--- src/rtl/dbg_auth_pkg.sv ---
package dbg_auth_pkg;

    typedef enum logic [1:0] {
        PRIV_U = 2'b00,
        PRIV_S = 2'b01,
        PRIV_R = 2'b10,
        PRIV_M = 2'b11
    } priv_t;

    typedef enum logic [1:0] {
        LVL_NONE = 2'd0,
        LVL_USER = 2'd1,
        LVL_FULL = 2'd2,
        LVL_RSVD = 2'd3
    } lvl_t;

    typedef enum logic [1:0] {
        ST_LOCKED,
        ST_IDLE,
        ST_DEBUG,
        ST_AUTH
    } auth_st_t;

endpackage

--- src/rtl/dbg_stage_shield.sv ---
module dbg_stage_shield
    import dbg_auth_pkg::*;
(
    input  logic       clk,
    input  logic       rst_n,
    input  logic       boot_handoff,
    input  logic       shield_we,
    input  logic       shield_wdata,
    input  logic [1:0] cur_priv,
    output logic       stage_user,
    output logic       shield_q,
    output logic       shield_nxt,
    output logic       fresh_q
);

    // Software writes land only once the ROM has handed over.
    assign shield_nxt = (shield_we && stage_user) ? shield_wdata : shield_q;

    always_ff @(posedge clk or negedge rst_n) begin
        if (!rst_n) begin
            stage_user <= 1'b0;
            shield_q   <= 1'b1;
            fresh_q    <= 1'b1;
        end else begin
            if (boot_handoff)
                stage_user <= 1'b1;
            shield_q <= shield_nxt;
            // User code running after handoff may leave session data behind.
            if (stage_user && (cur_priv == PRIV_U))
                fresh_q <= 1'b0;
        end
    end

endmodule

--- src/rtl/dbg_auth_fsm.sv ---
module dbg_auth_fsm
    import dbg_auth_pkg::*;
(
    input  logic       clk,
    input  logic       rst_n,
    input  logic       lock,
    input  logic       dbg_req,
    input  logic [1:0] cur_priv,
    input  logic       dbg_en_m,
    input  logic       dbg_en_u,
    input  logic       pwd_ok,
    output logic       dbg_mode,
    output logic       pwd_pass
);

    auth_st_t state_q, state_d;
    logic     entry_ok;

    always_comb begin
        unique case (cur_priv)
            PRIV_M:  entry_ok = dbg_en_m;
            PRIV_U:  entry_ok = dbg_en_u;
            default: entry_ok = 1'b0;
        endcase
    end

    always_comb begin
        state_d = state_q;
        if (lock) begin
            state_d = ST_LOCKED;
        end else begin
            unique case (state_q)
                ST_LOCKED: state_d = ST_IDLE;
                ST_IDLE:   if (dbg_req && entry_ok) state_d = ST_DEBUG;
                ST_DEBUG:  if (!dbg_req)            state_d = ST_IDLE;
                           else if (pwd_ok)         state_d = ST_AUTH;
                ST_AUTH:   if (!dbg_req)            state_d = ST_IDLE;
                default:   state_d = ST_LOCKED;
            endcase
        end
    end

    always_ff @(posedge clk or negedge rst_n) begin
        if (!rst_n)
            state_q <= ST_LOCKED;
        else
            state_q <= state_d;
    end

    always_comb begin
        dbg_mode = 1'b0;
        pwd_pass = 1'b0;
        unique case (state_q)
            ST_DEBUG: dbg_mode = 1'b1;
            ST_AUTH: begin
                dbg_mode = 1'b1;
                pwd_pass = 1'b1;
            end
            default: ;
        endcase
    end

endmodule

--- src/rtl/dbg_asset_port.sv ---
module dbg_asset_port #(
    parameter int                  NASSET    = 3,
    parameter int                  DW        = 8,
    parameter int                  SELW      = 2,
    parameter logic [2*NASSET-1:0] ASSET_LVL = '0
) (
    input  logic                 clk,
    input  logic                 rst_n,
    input  logic                 dbg_mode,
    input  logic                 pwd_pass,
    input  logic                 fresh,
    input  logic                 acc_valid,
    input  logic [SELW-1:0]      acc_sel,
    input  logic [NASSET*DW-1:0] asset_data,
    output logic [NASSET-1:0]    asset_grant,
    output logic [DW-1:0]        acc_rdata,
    output logic                 acc_violation
);

    localparam int SLOTS = 1 << SELW;

    logic [SLOTS-1:0] grant_pad;
    logic [DW-1:0]    data_arr [SLOTS];
    logic             hit;

    for (genvar i = 0; i < SLOTS; i++) begin : g_slot
        if (i < NASSET) begin : g_asset
            localparam logic [1:0] LVL = ASSET_LVL[2*i +: 2];
            if (LVL == 2'd1) begin : g_user
                assign asset_grant[i] = dbg_mode;
            end else if (LVL == 2'd2) begin : g_full
                assign asset_grant[i] = pwd_pass && fresh;
            end else begin : g_none
                assign asset_grant[i] = 1'b0;
            end
            assign grant_pad[i] = asset_grant[i];
            assign data_arr[i]  = asset_data[DW*i +: DW];
        end else begin : g_pad
            assign grant_pad[i] = 1'b0;
            assign data_arr[i]  = '0;
        end
    end

    assign hit = grant_pad[acc_sel];

    always_ff @(posedge clk or negedge rst_n) begin
        if (!rst_n) begin
            acc_rdata     <= '0;
            acc_violation <= 1'b0;
        end else begin
            acc_rdata     <= (acc_valid && hit) ? data_arr[acc_sel] : '0;
            acc_violation <= acc_valid && !hit;
        end
    end

endmodule

--- src/rtl/dbg_auth_gate.sv ---
module dbg_auth_gate
    import dbg_auth_pkg::*;
#(
    parameter int                  NASSET    = 3,
    parameter int                  DW        = 8,
    parameter int                  SELW      = 2,
    parameter logic [2*NASSET-1:0] ASSET_LVL = 6'b10_01_00
) (
    input  logic                 clk,
    input  logic                 rst_n,
    input  logic                 boot_handoff,
    input  logic                 shield_we,
    input  logic                 shield_wdata,
    input  logic                 dbg_req,
    input  logic [1:0]           cur_priv,
    input  logic                 dbg_en_m,
    input  logic                 dbg_en_u,
    input  logic                 pwd_ok,
    input  logic                 acc_valid,
    input  logic [SELW-1:0]      acc_sel,
    input  logic [NASSET*DW-1:0] asset_data,
    output logic                 dbg_enable,
    output logic [NASSET-1:0]    asset_grant,
    output logic [1:0]           eff_priv,
    output logic [DW-1:0]        acc_rdata,
    output logic                 acc_violation
);

    logic stage_user, shield_q, shield_nxt, fresh_q;
    logic dbg_mode, pwd_pass;

    dbg_stage_shield u_stage (
        .clk          (clk),
        .rst_n        (rst_n),
        .boot_handoff (boot_handoff),
        .shield_we    (shield_we),
        .shield_wdata (shield_wdata),
        .cur_priv     (cur_priv),
        .stage_user   (stage_user),
        .shield_q     (shield_q),
        .shield_nxt   (shield_nxt),
        .fresh_q      (fresh_q)
    );

    dbg_auth_fsm u_fsm (
        .clk      (clk),
        .rst_n    (rst_n),
        .lock     (shield_nxt),
        .dbg_req  (dbg_req),
        .cur_priv (cur_priv),
        .dbg_en_m (dbg_en_m),
        .dbg_en_u (dbg_en_u),
        .pwd_ok   (pwd_ok),
        .dbg_mode (dbg_mode),
        .pwd_pass (pwd_pass)
    );

    dbg_asset_port #(
        .NASSET    (NASSET),
        .DW        (DW),
        .SELW      (SELW),
        .ASSET_LVL (ASSET_LVL)
    ) u_port (
        .clk           (clk),
        .rst_n         (rst_n),
        .dbg_mode      (dbg_mode),
        .pwd_pass      (pwd_pass),
        .fresh         (fresh_q),
        .acc_valid     (acc_valid),
        .acc_sel       (acc_sel),
        .asset_data    (asset_data),
        .asset_grant   (asset_grant),
        .acc_rdata     (acc_rdata),
        .acc_violation (acc_violation)
    );

    assign dbg_enable = !shield_q;
    // Elevation needs the open session and the accepted password together.
    assign eff_priv   = (dbg_mode && pwd_pass) ? PRIV_M : cur_priv;

endmodule

--- config.mk ---
export PLATFORM = sky130hd
export DESIGN_NAME = dbg_auth_gate
export DESIGN_NICKNAME = d
export VERILOG_FILES = /design/src/rtl/dbg_auth_pkg.sv /design/src/rtl/dbg_stage_shield.sv /design/src/rtl/dbg_auth_fsm.sv /design/src/rtl/dbg_asset_port.sv /design/src/rtl/dbg_auth_gate.sv
export SDC_FILE = /design/constraint.sdc
export NUM_CORES = 1
export LEC_CHECK = 0
export BUFFER_PORTS_ARGS = -buffer_cell sky130_fd_sc_hd__buf_2
export CAP_MARGIN = 20
export CORE_ASPECT_RATIO = 0.9
export CORE_MARGIN = 2
export CORE_UTILIZATION = 41
export CTS_CLUSTER_DIAMETER = 100
export DETAILED_ROUTE_END_ITERATION = 10
export PLACE_DENSITY = 0.75
export SYNTH_ARGS = -nofsm -noshare
export SYNTH_HDL_FRONTEND = slang
export SYNTH_SLANG_ARGS = --single-unit
--- constraint.sdc ---
create_clock -name clk -period 1.8 [get_ports clk]
set_input_delay 0.27 -clock clk [delete_from_list [all_inputs] [get_ports clk]]
set_output_delay 0.27 -clock clk [all_outputs]
set_load 0.01 [all_outputs]
==> results.yml <==
place:
  placed_area_um2: 1091
  dp_cells: 162
  portBuffers: 51
  place_ws_ns: 0.08084
  dp_hpwl_um: 1608
  gp_congestion: 0.6842
clock_network:
  insertion_delay_ns: 0.28
  cts.sinks: 14
  path_clk_slew_ns: 0.09
  cts_tree: "built"
  numCtsBuffers: 3
  clockBufferDepth: 2
  post-cts-setup-buffer-count: 0
  h-tree-depth: 1
  cts-root-buf: "clkbuf_4"
worst_setup_path:
  path_cells: "inv_1, ha_1, nor2b_4, o21a_1, or4_4, a21oi_2"
  cp_slowest_cell: "or4_4"
  arrival_ns: 1.96
  r2r_slack_ns: 0.05
  crit_type: "reg -> reg"
  r2r_end: "u_fsm.state_q[1]"
  cp.required_ns: 2.01
  cp-end-kind: "flip-flop"
  crit_path_max_incr_delay_ns: 0.52
  path_max_fanout: 5
  r2r_start: "u_fsm.state_q[0]"
  rr_worst_depth: 6
  startpoint_type: "flip-flop"
worst_hold_path:
  min_path_cells: 2
  min_to: "u_stage.stage_user"
  worstHoldPathType: "in -> reg"
  worstHoldStart: "boot_handoff"
synth:
  yosysUniqueCellTypes: 23
  async_flop_share_pct: 100.0
  ys_seq_area_share_pct: 42.28
  synth_seq_cells: 14
  synth_edf_count: 0
  synthCells: 91
  yosysTopAreaCell: "dfrtp_1"
  synth_area_um2: 834.6
  synth_top_area_share_pct: 35.98
  yosys-top-cells-area: "dfrtp_1 (36%), mux2i_1 (9.6%), ha_1 (9.0%)"
  synth_nets: 135
  avgSynthCellArea_um2: 9.171
  synth_ff_type: "dfrtp_1"
  yosysWarnings: 0
sta:
  fin_tns_setup_ns: 0
  skew_ns: 0.01210
  tightest_slew_ns: 0.5257
  post-route-min-period_ns: 1.748
  period_share_pct: 97.09
  rsz0062_at_grt: "false"
  finalWorstSetupSlack_ns: 0.05231
  setup_viol: 0
  holdWs_ns: 0.1766
  relSlewSlack_pct: 64.88
  max_freq_mhz: 572.2
  slew_violations: 0
  finalHoldViolations: 0
drt:
  routed_via_density: 4.665
  via_count: 779
  routed_wirelength_um: 1965
  route.detailed.drc: 0
  antenna_left: 0
  wire_per_inst_um: 11.77
  drt_iter0_markers: 12
  first_pass_iters: 4
final_layout:
  drive_above_1_share_pct: 46.48
  num_antenna_cells: 0
  area_delta_synth_final_pct: 37.18
  regArea_um2: 352.8
  fin_area_um2: 1145
  final_util_pct: 59.80
  nNetsFinal: 187
  fill_cells: 186
  final_cell_mix: "buf_2 (51), nor2_1 (17), dfrtp_1 (12)"
  stdcell_count: 167
  final_common_cell: "buf_2"
  multiInputGateArea_um2: 429.2
pwr:
  leakagePower_nw: 0.6515
  total_power_mw: 0.7586
  irDropWorstVdd_mv: 0.3318
  powerDensity_nw_per_um2: 662.6
global_routing:
  grt_pass1_wl_um: 2815
  antenna_found_initial: 0
  grt_max_degree: 15
  grt_pass1_vias: 697
  grt_usage_pct: 15.71
  grt_overflow_total: 0
floorplanning:
  die_area_um2: 2413
  fp-row-count: 15
  die_h_um: 46.80
  io-pin-count: 53
  core_area_um2: 1914
  die_w_um: 51.56
  initial_core_util_pct: 43.59
run:
  max-cap-violations: 0
status:
  status: "finished, final reports clean"
## worst max path at each step
stage / from / slack, ns / endpoint / cells past startpoint
2_1_floorplan: u_fsm.state_q[0] / 0.19 / u_fsm.state_q[1] / 6
3_3_place_gp: u_fsm.state_q[0] / 0.15 / u_fsm.state_q[1] / 6
3_5_place_dp: u_fsm.state_q[0] / 0.08 / u_fsm.state_q[1] / 6
4_1_cts: u_fsm.state_q[0] / 0.05 / u_fsm.state_q[1] / 6
5_1_grt: u_fsm.state_q[0] / 0.005 / u_fsm.state_q[1] / 6
6_report: u_fsm.state_q[0] / 0.05 / u_fsm.state_q[1] / 6
## flip-flops by register name, summed over array words and instances, names as in the netlist
signal	count
u_port.acc_rdata	8
u_fsm.state_q	2
u_port.acc_violation	1
u_stage.fresh_q	1
u_stage.shield_q	1
u_stage.stage_user	1
## logic make-up (layout without fill, tap and decap cells)
logic type                 Yosys count  after routing  share of synthesized area, %
and+or+nand+nor                     30             30                         17.69
AOI/OAI and AO/OA                   18             18                         12.45
DFF                                 14             14                         42.28
buffers and inverters               13             64                         7.195
muxes                                9              9                         10.94
adders and majority gates            6              6                         8.995
other                                1              1                        0.4493
## worst max-delay path, delay by kind of cell, from the launching register on
family | cells | cell delay (ns)
AO/OA/AOI/OAI | 2 | 0.31
adder cells (fa/ha/maj) | 1 | 0.23
buffers and inverters | 1 | 0.06
flip-flops | 1 | 0.43
AND/OR/NAND/NOR | 2 | 0.65
## cells in the mapped netlist, drive strengths merged (2+ instances only)
master / number
mux2i: 8
dfrtp: 12
nor2: 17
o21ai: 2
nor2b: 3
inv: 8
nand2: 2
buf: 5
a21oi: 11
a22o: 2
or2: 5
ha: 6
dfstp: 2
## cell type report
class | instances | share of cell area [%]
flip-flops and latches | 14 | 30.82
inverters | 8 | 2.623
well taps | 25 | 2.732
repair buffers | 52 | 23.17
multi-input cells | 64 | 37.49
clock buffers | 4 | 3.169
## repair_timing
item,CTS,global route
hold buffers,1,0
hold endpoints to repair,12,0
setup endpoints to repair,0,1
gates resized for setup,0,2
## where the power goes
part           leakage [nW]  internal [mW]  switching [mW]
Sequential            0.179          0.330          0.0130
Clock                0.0210          0.123          0.0948
Combinational         0.452          0.100          0.0980
## layer usage
metal	track usage (%)	vias to the layer above	share of wire, %
met1	19.52	346	44
met3	3.185	0	4.7
met2	28.46	31	52
li1	-	402	-
met5	0	-	0
met4	4.211	0	0
(Power assumes the default switching activity.)
